[src/rtl/addsub_ext_pkg.sv]
package addsub_ext_pkg;
  localparam int XLEN_P  = 64;
  localparam int IDX_W   = 5;
  localparam int FLAG_W  = 4;

  typedef struct packed {
    logic [IDX_W-1:0]  rd_idx;
    logic              rd_we;
    logic              rd_is_sp;
    logic [XLEN_P-1:0] result;
    logic [FLAG_W-1:0] flags;
    logic              flags_we;
    logic              illegal;
  } ext_res_t;
endpackage

[src/rtl/addsub_ext_opnd.sv]
module addsub_ext_opnd #(
  parameter int W   = 64,
  parameter int SHW = 3
) (
  input  logic [W-1:0]   rm_val,
  input  logic [2:0]     kind,
  input  logic [SHW-1:0] amt,
  output logic [W-1:0]   opnd
);
  localparam int NSZ = 4;
  logic [W-1:0] cand [NSZ];

  generate
    for (genvar g = 0; g < NSZ; g++) begin : g_size
      localparam int BITS = 8 << g;
      if (BITS >= W) begin : g_full
        assign cand[g] = rm_val;
      end else begin : g_part
        assign cand[g] = {{(W-BITS){kind[2] & rm_val[BITS-1]}}, rm_val[BITS-1:0]};
      end
    end
  endgenerate

  assign opnd = cand[kind[1:0]] << amt;
endmodule

[src/rtl/addsub_ext_alu.sv]
module addsub_ext_alu #(
  parameter int W = 64
) (
  input  logic [W-1:0] a,
  input  logic [W-1:0] b,
  input  logic         sub,
  input  logic         wide,
  output logic [W-1:0] res,
  output logic [3:0]   nzcv
);
  localparam int H = W / 2;

  logic [W-1:0] bx;
  logic [W:0]   s_full;
  logic [H:0]   s_half;
  logic         n_f, z_f, c_f, v_f;

  assign bx     = sub ? ~b : b;
  assign s_full = {1'b0, a} + {1'b0, bx} + {{W{1'b0}}, sub};
  assign s_half = {1'b0, a[H-1:0]} + {1'b0, bx[H-1:0]} + {{H{1'b0}}, sub};

  always_comb begin
    if (wide) begin
      res = s_full[W-1:0];
      n_f = s_full[W-1];
      z_f = (s_full[W-1:0] == '0);
      c_f = s_full[W];
      v_f = (a[W-1] == bx[W-1]) && (s_full[W-1] != a[W-1]);
    end else begin
      res = {{(W-H){1'b0}}, s_half[H-1:0]};
      n_f = s_half[H-1];
      z_f = (s_half[H-1:0] == '0);
      c_f = s_half[H];
      v_f = (a[H-1] == bx[H-1]) && (s_half[H-1] != a[H-1]);
    end
  end

  assign nzcv = {n_f, z_f, c_f, v_f};
endmodule

[src/rtl/addsub_ext_unit.sv]
module addsub_ext_unit
  import addsub_ext_pkg::*;
#(
  parameter int XLEN    = 64,
  parameter int SH_MAX  = 4,
  parameter bit REG_OUT = 1'b1
) (
  input  logic             clk,
  input  logic             rst_n,
  input  logic             in_valid,
  output logic             in_ready,
  input  logic [31:0]      in_insn,
  input  logic [XLEN-1:0]  in_rn_val,
  input  logic [XLEN-1:0]  in_rm_val,
  input  logic [XLEN-1:0]  in_sp_val,
  output logic             out_valid,
  input  logic             out_ready,
  output logic [4:0]       out_rd_idx,
  output logic             out_rd_we,
  output logic             out_rd_is_sp,
  output logic [XLEN-1:0]  out_result,
  output logic [3:0]       out_flags,
  output logic             out_flags_we,
  output logic             out_illegal
);
  localparam int               SHW      = 3;
  localparam logic [IDX_W-1:0] IDX_TOP  = '1;
  localparam logic [4:0]       CLASS_HI = 5'b01011;

  // field decode
  logic             f_wide, f_sub, f_setf, f_fix21;
  logic [4:0]       f_class;
  logic [1:0]       f_resv;
  logic [IDX_W-1:0] f_rm, f_rn, f_rd;
  logic [2:0]       f_kind;
  logic [SHW-1:0]   f_amt;

  assign f_wide  = in_insn[31];
  assign f_sub   = in_insn[30];
  assign f_setf  = in_insn[29];
  assign f_class = in_insn[28:24];
  assign f_resv  = in_insn[23:22];
  assign f_fix21 = in_insn[21];
  assign f_rm    = in_insn[20:16];
  assign f_kind  = in_insn[15:13];
  assign f_amt   = in_insn[12:10];
  assign f_rn    = in_insn[9:5];
  assign f_rd    = in_insn[4:0];

  logic bad_enc;
  assign bad_enc = (f_class != CLASS_HI) || !f_fix21 || (f_resv != 2'b00) ||
                   (int'(f_amt) > SH_MAX);

  // operand selection
  logic [XLEN-1:0] op_a, rm_sel, op_b, alu_res;
  logic [3:0]      alu_nzcv;

  assign op_a   = (f_rn == IDX_TOP) ? in_sp_val : in_rn_val;
  assign rm_sel = (f_rm == IDX_TOP) ? '0 : in_rm_val;

  addsub_ext_opnd #(.W(XLEN), .SHW(SHW)) opnd_i (
    .rm_val (rm_sel),
    .kind   (f_kind),
    .amt    (f_amt),
    .opnd   (op_b)
  );

  addsub_ext_alu #(.W(XLEN)) alu_i (
    .a    (op_a),
    .b    (op_b),
    .sub  (f_sub),
    .wide (f_wide),
    .res  (alu_res),
    .nzcv (alu_nzcv)
  );

  ext_res_t nxt, cur;
  always_comb begin
    nxt.rd_idx   = f_rd;
    nxt.illegal  = bad_enc;
    nxt.rd_we    = !bad_enc && !(f_setf && f_rd == IDX_TOP);
    nxt.rd_is_sp = !f_setf && (f_rd == IDX_TOP);
    nxt.result   = alu_res;
    nxt.flags    = alu_nzcv;
    nxt.flags_we = !bad_enc && f_setf;
  end

  generate
    if (REG_OUT) begin : g_reg
      logic     vld_q;
      ext_res_t pay_q;
      assign in_ready  = !vld_q || out_ready;
      assign out_valid = vld_q;
      assign cur       = pay_q;
      always_ff @(posedge clk or negedge rst_n) begin
        if (!rst_n) begin
          vld_q <= 1'b0;
          pay_q <= '0;
        end else if (in_ready) begin
          vld_q <= in_valid;
          if (in_valid) pay_q <= nxt;
        end
      end

      // stalled output holds
      p_hold_stall_r8: assert property (@(posedge clk) disable iff (!rst_n)
        out_valid && !out_ready |=> out_valid && $stable(out_result) &&
        $stable(out_rd_idx) && $stable(out_flags) && $stable(out_rd_we));
      p_ready_rule_r8: assert property (@(posedge clk) disable iff (!rst_n)
        out_valid && !out_ready |-> !in_ready);
    end else begin : g_comb
      assign in_ready  = out_ready;
      assign out_valid = in_valid;
      assign cur       = nxt;
    end
  endgenerate

  assign out_rd_idx   = cur.rd_idx;
  assign out_rd_we    = cur.rd_we;
  assign out_rd_is_sp = cur.rd_is_sp;
  assign out_result   = cur.result;
  assign out_flags    = cur.flags;
  assign out_flags_we = cur.flags_we;
  assign out_illegal  = cur.illegal;

  p_illegal_quiet_r1: assert property (@(posedge clk) disable iff (!rst_n)
    out_valid && out_illegal |-> !out_rd_we && !out_flags_we);
  p_zero_reg_drop_r6: assert property (@(posedge clk) disable iff (!rst_n)
    out_valid && out_flags_we && out_rd_idx == IDX_TOP |-> !out_rd_we);
  p_sp_dest_r6: assert property (@(posedge clk) disable iff (!rst_n)
    out_valid && out_rd_is_sp |-> !out_flags_we && out_rd_idx == IDX_TOP);
endmodule

[config.mk]
export PLATFORM = sky130hd
export DESIGN_NAME = addsub_ext_unit
export DESIGN_NICKNAME = d
export VERILOG_FILES = /design/src/rtl/addsub_ext_pkg.sv /design/src/rtl/addsub_ext_opnd.sv /design/src/rtl/addsub_ext_alu.sv /design/src/rtl/addsub_ext_unit.sv
export SDC_FILE = /design/constraint.sdc
export NUM_CORES = 1
export LEC_CHECK = 0
export CAP_MARGIN = 30
export CORE_MARGIN = 5
export CORE_UTILIZATION = 47
export CTS_CLUSTER_DIAMETER = 150
export DETAILED_ROUTE_END_ITERATION = 7
export DONT_BUFFER_PORTS = 1
export PLACE_DENSITY = 0.72
export SLEW_MARGIN = 20
export SYNTH_ARGS = -nofsm -noshare
export SYNTH_HDL_FRONTEND = slang
export SYNTH_SLANG_ARGS = --single-unit
[constraint.sdc]
create_clock -name clk -period 2.5 [get_ports clk]
set_input_delay 0.75 -clock clk [delete_from_list [all_inputs] [get_ports clk]]
set_output_delay 0.75 -clock clk [all_outputs]
set_load 0.02 [all_outputs]
==> run_results.csv, run 1 <==
group,metric,value,unit
cts,cts-root-buf,"clkbuf_16",
die,initial_core_util,47.6,%
final_layout,areaGrowthSynthToFinish,61.2,%
placed_design,pre_cts_slack,-2.80,ns
logic_synthesis,syn_nets,1996,
critical_path,r2r_slack,-0.02,ns
critical_path,worstPathArrival,5.16,ns
timing,setup_tns,-99.34,ns
route,num_vias,15200,
final_layout,drive_gt1_share,49.2,%
critical_path,cp-end-kind,"flop",
placed_design,place_congestion,0.967,
global_route,grt_max_degree,102,
cts,clk_path_buf_depth,2,
timing,hold_viol,0,
cts,clk_pin_slew,0.06,ns
job,cap_violations,0,
die,die_width,172,um
timing,max-slew-margin-rel,50.5,%
timing,holdWs,0.108,ns
final_layout,stdcell_area,19900,um^2
route,routedWlPerCell,20.8,um
die,core_area,25900,um^2
die,die_h,172,um
die,num_rows,59,
logic_synthesis,syn_area_per_cell,7.23,um^2
timing,setup_violations,65,
cts,hold_buffers,0,
timing,rsz0062_at_grt,"true",
critical_path,rr_startpoint,"out_valid$_DFFE_PN0N_",
logic_synthesis,synth_area,12300,um^2
logic_synthesis,yosys.area.top_type,"dfrtp_1",
global_route,grt_pass1_vias,14400,
route,wirelength,51800,um
placed_design,hpwlAfterDp,39900,um
logic_synthesis,synth_area_leaders,"dfrtp_1 16%, mux2i_1 7.5%, o21ai_0 7.4%, nand2_1 7.2%, a21oi_1 7.0%",
pwr,pwr_density_cell,710,nW/um^2
cts,cts.sinks,78,
logic_synthesis,synth-edff-count,0,
timing,tightest_slew,0.741,ns
critical_path,rr_endpoint,"out_flags[2]$_DFFE_PN0P_",
route,drtPass1Iterations,5,
global_route,grt_overflow_total,0,
logic_synthesis,ys.warnings.count,0,
route,first_iter_violations,1335,
logic_synthesis,yosysMostFrequentCell,"nand2_1",
placed_design,place_area,16500,um^2
logic_synthesis,synth_top_cells_by_count,"238 x nand2_1, 183 x o21ai_0, 172 x a21oi_1, 103 x nor2_1, 98 x clkbuf_1",
timing,final_max_slew_viol_count,0,
route,postRouteAntennaNets,0,
critical_path,required,2.77,ns
timing,worst_slack,-2.39,ns
timing,finalCritPeriodShare,196,%
route,post_drt_via_cell_ratio,6.08,
worst_hold_path,hp-class,"in2async",
cts,ctsHtreeMaxLevel,3,
logic_synthesis,synth_top_area_share,15.8,%
timing,period_needed,4.89,ns
logic_synthesis,yosysUniqueCellTypes,88,
logic_synthesis,synth-main-ff-cell,"dfrtp_1",
final_layout,n_fill_cell,1787,
placed_design,portBuffers,0,
global_route,track_usage,32.1,%
outcome,violations,"negative setup slack",
pwr,ir_drop,0.666,mV
logic_synthesis,ys_ff_latch,78,
die,ios,307,
outcome,run_status,"complete, but fails checks",
final_layout,multi_input_area,12500,um^2
final_layout,seqCellArea,1950,um^2
logic_synthesis,seq_area_frac_synth,15.8,%
pwr,p_leak,8.61,nW
final_layout,nets,2445,
critical_path,critPathMaxFanout,6,
critical_path,start_kind,"input pin",
critical_path,path_class,"in2reg",
global_route,antenna_found_initial,0,
timing,fmax,0.204,GHz
cts,cts_tree,"done",
route,drc,0,
die,die-area,29600,um^2
global_route,grt_pass1_wl,77300,um
timing,skew,0.00714,ns
logic_synthesis,async_flop_share,100,%
cts,numCtsBuffers,9,
logic_synthesis,synthCells,1704,
critical_path,reg2reg_depth,11,
cts,worstSkewPairLatency,0.33,ns
final_layout,final_util,76.7,%
==> cells in the final DEF, fill, tap and decap left out, types with 9 or more instances in the layout <==
| cell | netlist | routed |
|---|---|---|
| a211o_1 | 10 | 9 |
| a21boi_0 | 33 | 18 |
| a21boi_1 | 1 | 12 |
| a21o_1 | 29 | 28 |
| a21oi_1 | 172 | 89 |
| a21oi_2 | 3 | 63 |
| a21oi_4 | 0 | 23 |
| a22o_1 | 15 | 15 |
| buf_12 | 0 | 10 |
| buf_4 | 0 | 465 |
| buf_6 | 1 | 80 |
| clkbuf_16 | 0 | 9 |
| dfrtp_1 | 78 | 78 |
| ha_1 | 63 | 38 |
| ha_2 | 0 | 12 |
| ha_4 | 0 | 13 |
| inv_1 | 18 | 16 |
| mux2_2 | 73 | 70 |
| mux2i_1 | 92 | 85 |
| nand2_1 | 238 | 202 |
| nand2_2 | 1 | 28 |
| nand3_1 | 60 | 51 |
| nand4_1 | 31 | 31 |
| nor2_1 | 103 | 78 |
| nor2_2 | 0 | 13 |
| nor2_4 | 0 | 12 |
| nor3_1 | 31 | 18 |
| nor3_2 | 1 | 9 |
| o211ai_1 | 13 | 13 |
| o21a_1 | 17 | 16 |
| o21ai_0 | 183 | 61 |
| o21ai_1 | 7 | 80 |
| o21ai_2 | 2 | 39 |
| o21ai_4 | 0 | 12 |
| or2_4 | 0 | 9 |
| xnor2_1 | 38 | 22 |
| xnor2_2 | 0 | 11 |
| xor2_1 | 67 | 44 |
| xor2_2 | 0 | 18 |
==> layout make-up <==
class,count,area share (%)
inverter,20,0.378
tap,335,2.11
clock buffer,10,1.15
timing repair buffer,555,23.1
antenna,1,0.0126
clock inverter,6,0.434
sequential,78,9.82
multi-input combinational,1489,63.0
==> metrics by stage <==
step | cells | total power [mW]
after floorplan | 1704 | 6.45
after global placement | 2392 | 9.99
after detailed placement | 2393 | 10.1
after CTS | 2461 | 12.8
after global routing | 2493 | 14.8
final | 2494 | 14.1
==> power by group <==
part	internal (mW)	leakage (nW)	switching [mW]
clock	0.872	0.152	0.492
sequential	1.62	0.983	0.763
combinational	5.21	7.48	5.15
total	7.70	8.61	6.40
==> critical path, cell delays in order <==
cell,delay [ns]
nand4_1,0.09
or2_4,0.19
nand3_1,0.13
buf_4,0.18
buf_4,0.14
a21oi_4,0.16
a21oi_2,0.07
mux2i_1,0.17
xor2_1,0.43
ha_4,0.30
buf_4,0.14
nand2_2,0.08
buf_6,0.16
nor3_4,0.07
a22oi_2,0.25
o21ai_0,0.16
o2111a_2,0.35
buf_4,0.15
o41ai_2,0.20
o21ba_4,0.20
a211oi_1,0.19
nor4bb_2,0.34
nand4_1,0.13
nand3_1,0.11
==> kinds of logic (layout without fill, tap and decap cells) <==
kind of cell	after synthesis	after routing	share of synthesized area, %
AOI/OAI and AO/OA	596	598	30.3
and+or+nand+nor	554	555	20.9
muxes	167	167	14.5
buffers and inverters	140	591	4.44
xor gates and xnor gates	105	105	7.46
DFF	78	78	15.8
adders and majority gates	64	64	6.56
other	0	1	0
==> what timing repair did <==
item	4_1_cts	5_1_grt
pin swaps	117	104
setup endpoints to repair	66	67
gates resized for setup	360	220
cloned	4	1
setup buffers	53	44
endpoints found under the hold margin	0	0
==> how the worst max path moves through the flow <==
stage / from / to / slack (ns) / cells after the start
floorplan: in_insn[17] / out_flags[2]$_DFFE_PN0P_ / -2.29 / 23
global placement: in_insn[17] / out_flags[2]$_DFFE_PN0P_ / -2.75 / 23
detailed placement: in_insn[17] / out_flags[2]$_DFFE_PN0P_ / -2.80 / 23
CTS: in_insn[20] / out_flags[2]$_DFFE_PN0P_ / -2.15 / 24
global route: in_insn[19] / out_flags[2]$_DFFE_PN0P_ / -2.52 / 23
finish: in_insn[19] / out_flags[2]$_DFFE_PN0P_ / -2.39 / 24
==> sequential cells by signal, summed over array words and instances, names as in the netlist <==
name,count
out_result,64
out_rd_idx,5
out_flags,4
out_flags_we,1
out_illegal,1
out_rd_is_sp,1
out_rd_we,1
out_valid,1
==> routing by layer <==
layer  global-route usage [%]  routed length (um)
met5                        0                   0
met4                     6.25                1080
met3                     4.44                4550
met2                     51.0               23700
met1                     46.9               22500
(Power assumes the default switching activity.)
==> run 2, diff against run 1 <==
Settings changed: CTS_BUF_LIST set to sky130_fd_sc_hd__clkbuf_8, SLEW_MARGIN 20 to not set.
Clock period 2.5 ns to 5.35 ns, I/O delays scaled along.
==> run 2 against run 1 <==
Net effect: the flow still finishes with violations (negative setup slack); flip-flop and latch count is the same; clock skew increased by 0.00083 ns; cell count fell by 3.1%; via count decreased by 5.9%.
==> run_results.csv, run 2 (same netlist as run 1, synthesis figures left out) <==
group,metric,value,unit
critical_path,worstPathArrival,5.98,ns
critical_path,worst_path_max_delay_cell,"nor4_2",
global_route,grt_max_degree,102,
timing,rsz0062_at_grt,"true",
timing,final_max_slew_viol_count,0,
route,drtPass1Iterations,5,
final_layout,drive_gt1_share,33.5,%
die,die_width,172,um
timing,holdWs,0.627,ns
cts,cts_tree,"done",
critical_path,slowest_delay,0.37,ns
timing,skew,0.00797,ns
die,initial_core_util,47.6,%
final_layout,insertedDiodeCount,0,
die,core_area,25900,um^2
timing,period_needed,5.70,ns
critical_path,critPathMaxFanout,9,
pwr,power.share.clock,7.9,%
pwr,power.switching,2.45,mW
critical_path,required,5.62,ns
worst_hold_path,hp-class,"reg2reg",
timing,setup_violations,6,
pwr,p_comb_share,71.0,%
outcome,violations,"negative setup slack",
pwr,swShare,46.5,%
pwr,pwr_density_cell,314,nW/um^2
outcome,run_status,"complete, but fails checks",
timing,max-slew-margin-rel,36.5,%
final_layout,stdcell_area,16700,um^2
global_route,grt_overflow_total,0,
global_route,grt_pass1_vias,13600,
route,first_iter_violations,961,
cts,hold_buffers,0,
die,ios,307,
die,die-area,29600,um^2
global_route,grt_pass1_wl,72100,um
critical_path,cp-end-kind,"flop",
final_layout,largest_reg_flops,64,
die,die_h,172,um
final_layout,nets,2368,
pwr,p_leak,7.68,nW
timing,hold_viol,0,
job,cap_violations,0,
route,drc,0,
cts,ctsHtreeMaxLevel,3,
placed_design,hpwlAfterDp,40000,um
route,num_vias,14300,
pwr,seq_power_share,21.1,%
pwr,ir_drop,0.329,mV
placed_design,place_congestion,1.03,
critical_path,critPathMostFrequentCell,"buf_4",
timing,fmax,0.175,GHz
cts,cts.sinks,78,
cts,clk_pin_slew,0.07,ns
placed_design,place_area,16100,um^2
cts,cts-root-buf,"clkbuf_8",
placed_design,portBuffers,0,
pwr,power.internal,2.81,mW
critical_path,start_kind,"input pin",
cts,worstSkewPairLatency,0.34,ns
cts,numCtsBuffers,9,
cts,clk_path_buf_depth,2,
route,routedWlPerCell,19.4,um
timing,finalCritPeriodShare,107,%
route,postRouteAntennaNets,0,
global_route,track_usage,30.1,%
timing,worst_slack,-0.354,ns
final_layout,final_cell_mix,"470 x buf_4, 229 x nand2_1, 154 x a21oi_1, 124 x o21ai_0, 96 x nor2_1",
die,num_rows,59,
critical_path,path_class,"in2reg",
final_layout,layout_commonest_cell,"buf_4",
route,post_drt_via_cell_ratio,5.91,
timing,tightest_slew,0.949,ns
global_route,antenna_found_initial,0,
final_layout,areaGrowthSynthToFinish,35.9,%
route,wirelength,46800,um
run 2: critical path: cells and delay by family:
| family | cells | cell delay, ns |
|---|---|---|
| AND/OR/NAND/NOR | 9 | 1.51 |
| AO/OA/AOI/OAI | 8 | 1.41 |
| buffers and inverters | 5 | 0.74 |
| XOR/XNOR | 2 | 0.36 |
| adder cells (fa/ha/maj) | 1 | 0.35 |
run 2: worst paths after layout:
path	from	slack, ns	cells past startpoint	end
max reg2reg	out_valid$_DFFE_PN0N_	2.38	11	out_flags[2]$_DFFE_PN0P_
min	out_result[0]$_DFFE_PN0P_	0.63	2	out_result[0]$_DFFE_PN0P_
max	in_insn[19]	-0.35	25	out_flags[2]$_DFFE_PN0P_
min reg2reg	out_result[0]$_DFFE_PN0P_	0.63	2	out_result[0]$_DFFE_PN0P_
min in group asynchronous	rst_n	0.95	0	out_result[3]$_DFFE_PN0P_
max in group asynchronous	rst_n	4.28	0	out_result[57]$_DFFE_PN0P_
run 2: final cells by class:
cell class,count,area (um^2)
Timing Repair Buffer,481,3730
Clock buffer,9,124
Tap cell,335,419
Multi-Input combinational cell,1486,10400
Fill cell,2315,9170
Clock inverter,7,67.6
Sequential cell,78,1950
Inverter,20,75.1
run 2: metrics by stage:
step | cells | setup TNS [ns] | setup slack, ns | util (%) | power [mW]
after floorplan | 1704 | -0.878 | -0.300 | - | 2.87
after global placement | 2398 | -12.23 | -0.920 | 62.1 | 4.57
after detailed placement | 2398 | -14.48 | -1.02 | 62.1 | 4.63
after CTS | 2414 | -1.18 | -0.289 | 63.3 | 5.10
after global routing | 2416 | -3.80 | -0.596 | 64.6 | 5.63
final | 2416 | -0.975 | -0.354 | 64.6 | 5.26
run 2: what timing repair did:
action                     in CTS  in global routing
pin swaps                       8                  4
setup endpoints to repair      16                 37
gates resized for setup        32                108
buffers inserted                0                  2
run 2: power groups by stage:
stage,clock network [mW],registers [mW],logic (mW)
2_1_floorplan,0,1.07,1.80
3_3_place_gp,0,1.12,3.45
3_5_place_dp,0,1.13,3.50
4_1_cts,0.426,1.12,3.56
5_1_grt,0.458,1.14,4.03
6_report,0.414,1.11,3.74
run 2: metal layers:
metal	vias up	share of wire, %	track usage, %
li1	7028	-	-
met1	6619	47	45.3
met2	588	43	46.2
met3	36	8.9	4.76
met4	0	1.0	4.61
met5	-	0	0
==> run 3, diff against run 2 <==
Settings changed: CORE_ASPECT_RATIO set to 1.2, REMOVE_ABC_BUFFERS set to 1.
==> run 3 against run 2 <==
Net effect: flip-flop and latch count unchanged; via count grew 2.4%; die area barely moved; largest cell class unchanged; highest routed layer unchanged; the run still ends with negative setup slack left; routed wire length up 3.3%.
==> run_results.csv, run 3 (same netlist as run 1, synthesis figures left out) <==
group,metric,value,unit
outcome,run_status,"complete, but fails checks",
outcome,violations,"negative setup slack",
cts,hold_buffers,0,
route,postRouteAntennaNets,0,
final_layout,final_cells,2472,
critical_path,path_cells,"nand4_1 -> or2_4 -> buf_6 -> a31o_4 -> buf_12 -> nand2_1 -> o21ai_2 -> mux2i_2 -> buf_4 -> o21ai_0 -> xor2_1 -> ha_1 -> nand2_2 -> or4_4 -> buf_6 -> or2_4 -> o31ai_4 -> a211oi_2 -> o31a_1 -> xor2_1 -> o211ai_1 -> nor4bb_4 -> nand4_1 -> nand3_1",
critical_path,worstPathArrival,6.13,ns
cts,clk_path_buf_depth,2,
placed_design,portBuffers,0,
timing,skew,0.00676,ns
die,core_area,26100,um^2
pwr,ir_drop,0.165,mV
timing,period_needed,5.85,ns
cts,worstSkewPairLatency,0.34,ns
final_layout,final_cell_mix,"512 x buf_4, 219 x nand2_1, 132 x a21oi_1, 109 x o21ai_0, 92 x nor2_1",
critical_path,critPathMaxFanout,15,
final_layout,drive_gt1_share,39.8,%
critical_path,required,5.63,ns
route,first_iter_violations,1034,
final_layout,insertedDiodeCount,0,
placed_design,dp.cells,2410,
critical_path,rr_startpoint,"out_valid$_DFFE_PN0N_",
pwr,power.switching,2.59,mW
global_route,grt_overflow_total,0,
final_layout,largest_reg_flops,64,
die,initial_core_util,47.2,%
global_route,grt_max_degree,101,
die,num_rows,65,
timing,setup_violations,18,
pwr,swShare,46.8,%
worst_hold_path,worstHoldStart,"out_rd_idx[0]$_DFFE_PN0P_",
global_route,grt_pass1_vias,13800,
route,post_drt_via_cell_ratio,5.91,
pwr,power.share.clock,6.9,%
job,cap_violations,0,
route,wirelength,48300,um
die,die_width,158,um
timing,finalCritPeriodShare,109,%
timing,fmax,0.171,GHz
final_layout,n_fill_cell,2219,
cts,cts_tree,"done",
worst_hold_path,hp-class,"reg2reg",
cts,cts.sinks,78,
critical_path,worst_path_max_delay_cell,"or4_4",
placed_design,place_congestion,0.969,
route,drc,0,
route,num_vias,14600,
critical_path,slowest_delay,0.54,ns
timing,rsz0062_at_grt,"true",
critical_path,path_class,"in2reg",
final_layout,layout_commonest_cell,"buf_4",
cts,ctsHtreeMaxLevel,3,
pwr,p_leak,8.03,nW
route,routedWlPerCell,19.5,um
critical_path,path_buf_inv,4,
pwr,power.total,5.54,mW
critical_path,startpoint,"in_insn[20]",
timing,final_max_slew_viol_count,0,
critical_path,cpLargestDelayFamily,"simple AND/OR/NAND/NOR gates",
die,die_h,187,um
timing,holdWs,0.625,ns
timing,max-slew-margin-rel,30.4,%
critical_path,cp-end-kind,"flop",
die,die-area,29600,um^2
die,ios,307,
global_route,antenna_found_initial,0,
pwr,p_comb_share,73.1,%
pwr,seq_power_share,20.1,%
placed_design,hpwlAfterDp,39000,um
cts,cts-root-buf,"clkbuf_8",
cts,numCtsBuffers,9,
route,drtPass1Iterations,5,
timing,tightest_slew,1.04,ns
final_layout,nets,2426,
final_layout,stdcell_area,17800,um^2
timing,worst_slack,-0.503,ns
timing,hold_viol,0,
critical_path,start_kind,"input pin",
global_route,grt_pass1_wl,73200,um
pwr,pwr_density_cell,311,nW/um^2
placed_design,place_area,16100,um^2
global_route,track_usage,30.4,%
final_layout,areaGrowthSynthToFinish,44.3,%
placed_design,pre_cts_slack,-1.20,ns
cts,clk_pin_slew,0.08,ns
pwr,power.internal,2.95,mW
==> run 3: final cells by class <==
class	count	area, um^2	area share, %
clock buffers	10	138	0.774
repair buffers	539	4260	23.9
multi-input cells	1486	10900	61.4
clock inverters	4	25.0	0.141
flip-flops and latches	78	1950	11.0
inverters	20	75.1	0.422
well taps	335	419	2.36
==> run 3: worst paths after layout <==
path                                               to  slack (ns)  depth (start not counted)
setup / recovery             out_flags[2]$_DFFE_PN0P_       -0.50                         24
hold / removal              out_rd_idx[0]$_DFFE_PN0P_        0.62                          2
setup reg to reg             out_flags[2]$_DFFE_PN0P_        2.46                         11
hold reg to reg             out_rd_idx[0]$_DFFE_PN0P_        0.62                          2
max in group asynchronous  out_result[53]$_DFFE_PN0P_        4.27                          0
min in group asynchronous   out_result[4]$_DFFE_PN0P_        0.95                          0
==> run 3: routing by layer <==
layer / GRT usage [%] / part of all wire (%)
met3: 4.56 / 6.7
met4: 6.22 / 2.2
met2: 47.6 / 46
met1: 44.2 / 45
met5: 0 / 0
==> run 3: tightest hold or removal path: cells and delay by family, from the launching register on <==
kind / cells / cell delay (ns)
simple gates: 2 / 0.14
flops: 1 / 0.45
==> run 3: what timing repair did <==
| item | 4_1_cts | 5_1_grt |
|---|---|---|
| endpoints found under the hold margin | 0 | 0 |
| setup endpoints to repair | 32 | 33 |
| buffers inserted | 30 | 22 |
| pin swaps | 62 | 89 |
| gates resized for setup | 121 | 208 |
| cloned | 2 | 0 |
==> run 3: power by group through the flow <==
stage	Combinational [mW]	Sequential [mW]	Clock (mW)
3_5_place_dp	3.45	1.12	0
4_1_cts	3.65	1.12	0.390
6_report	4.05	1.11	0.381
2_1_floorplan	1.69	1.07	0
5_1_grt	4.35	1.14	0.414
3_3_place_gp	3.42	1.12	0
==> run 3: stage by stage <==
stage / util [%] / setup TNS [ns]
global route: 68.1 / -6.77
detailed placement: 61.5 / -24.43
floorplan: - / -37.76
finish: 68.1 / -3.26
global placement: 61.5 / -22.89
CTS: 64.7 / -1.22
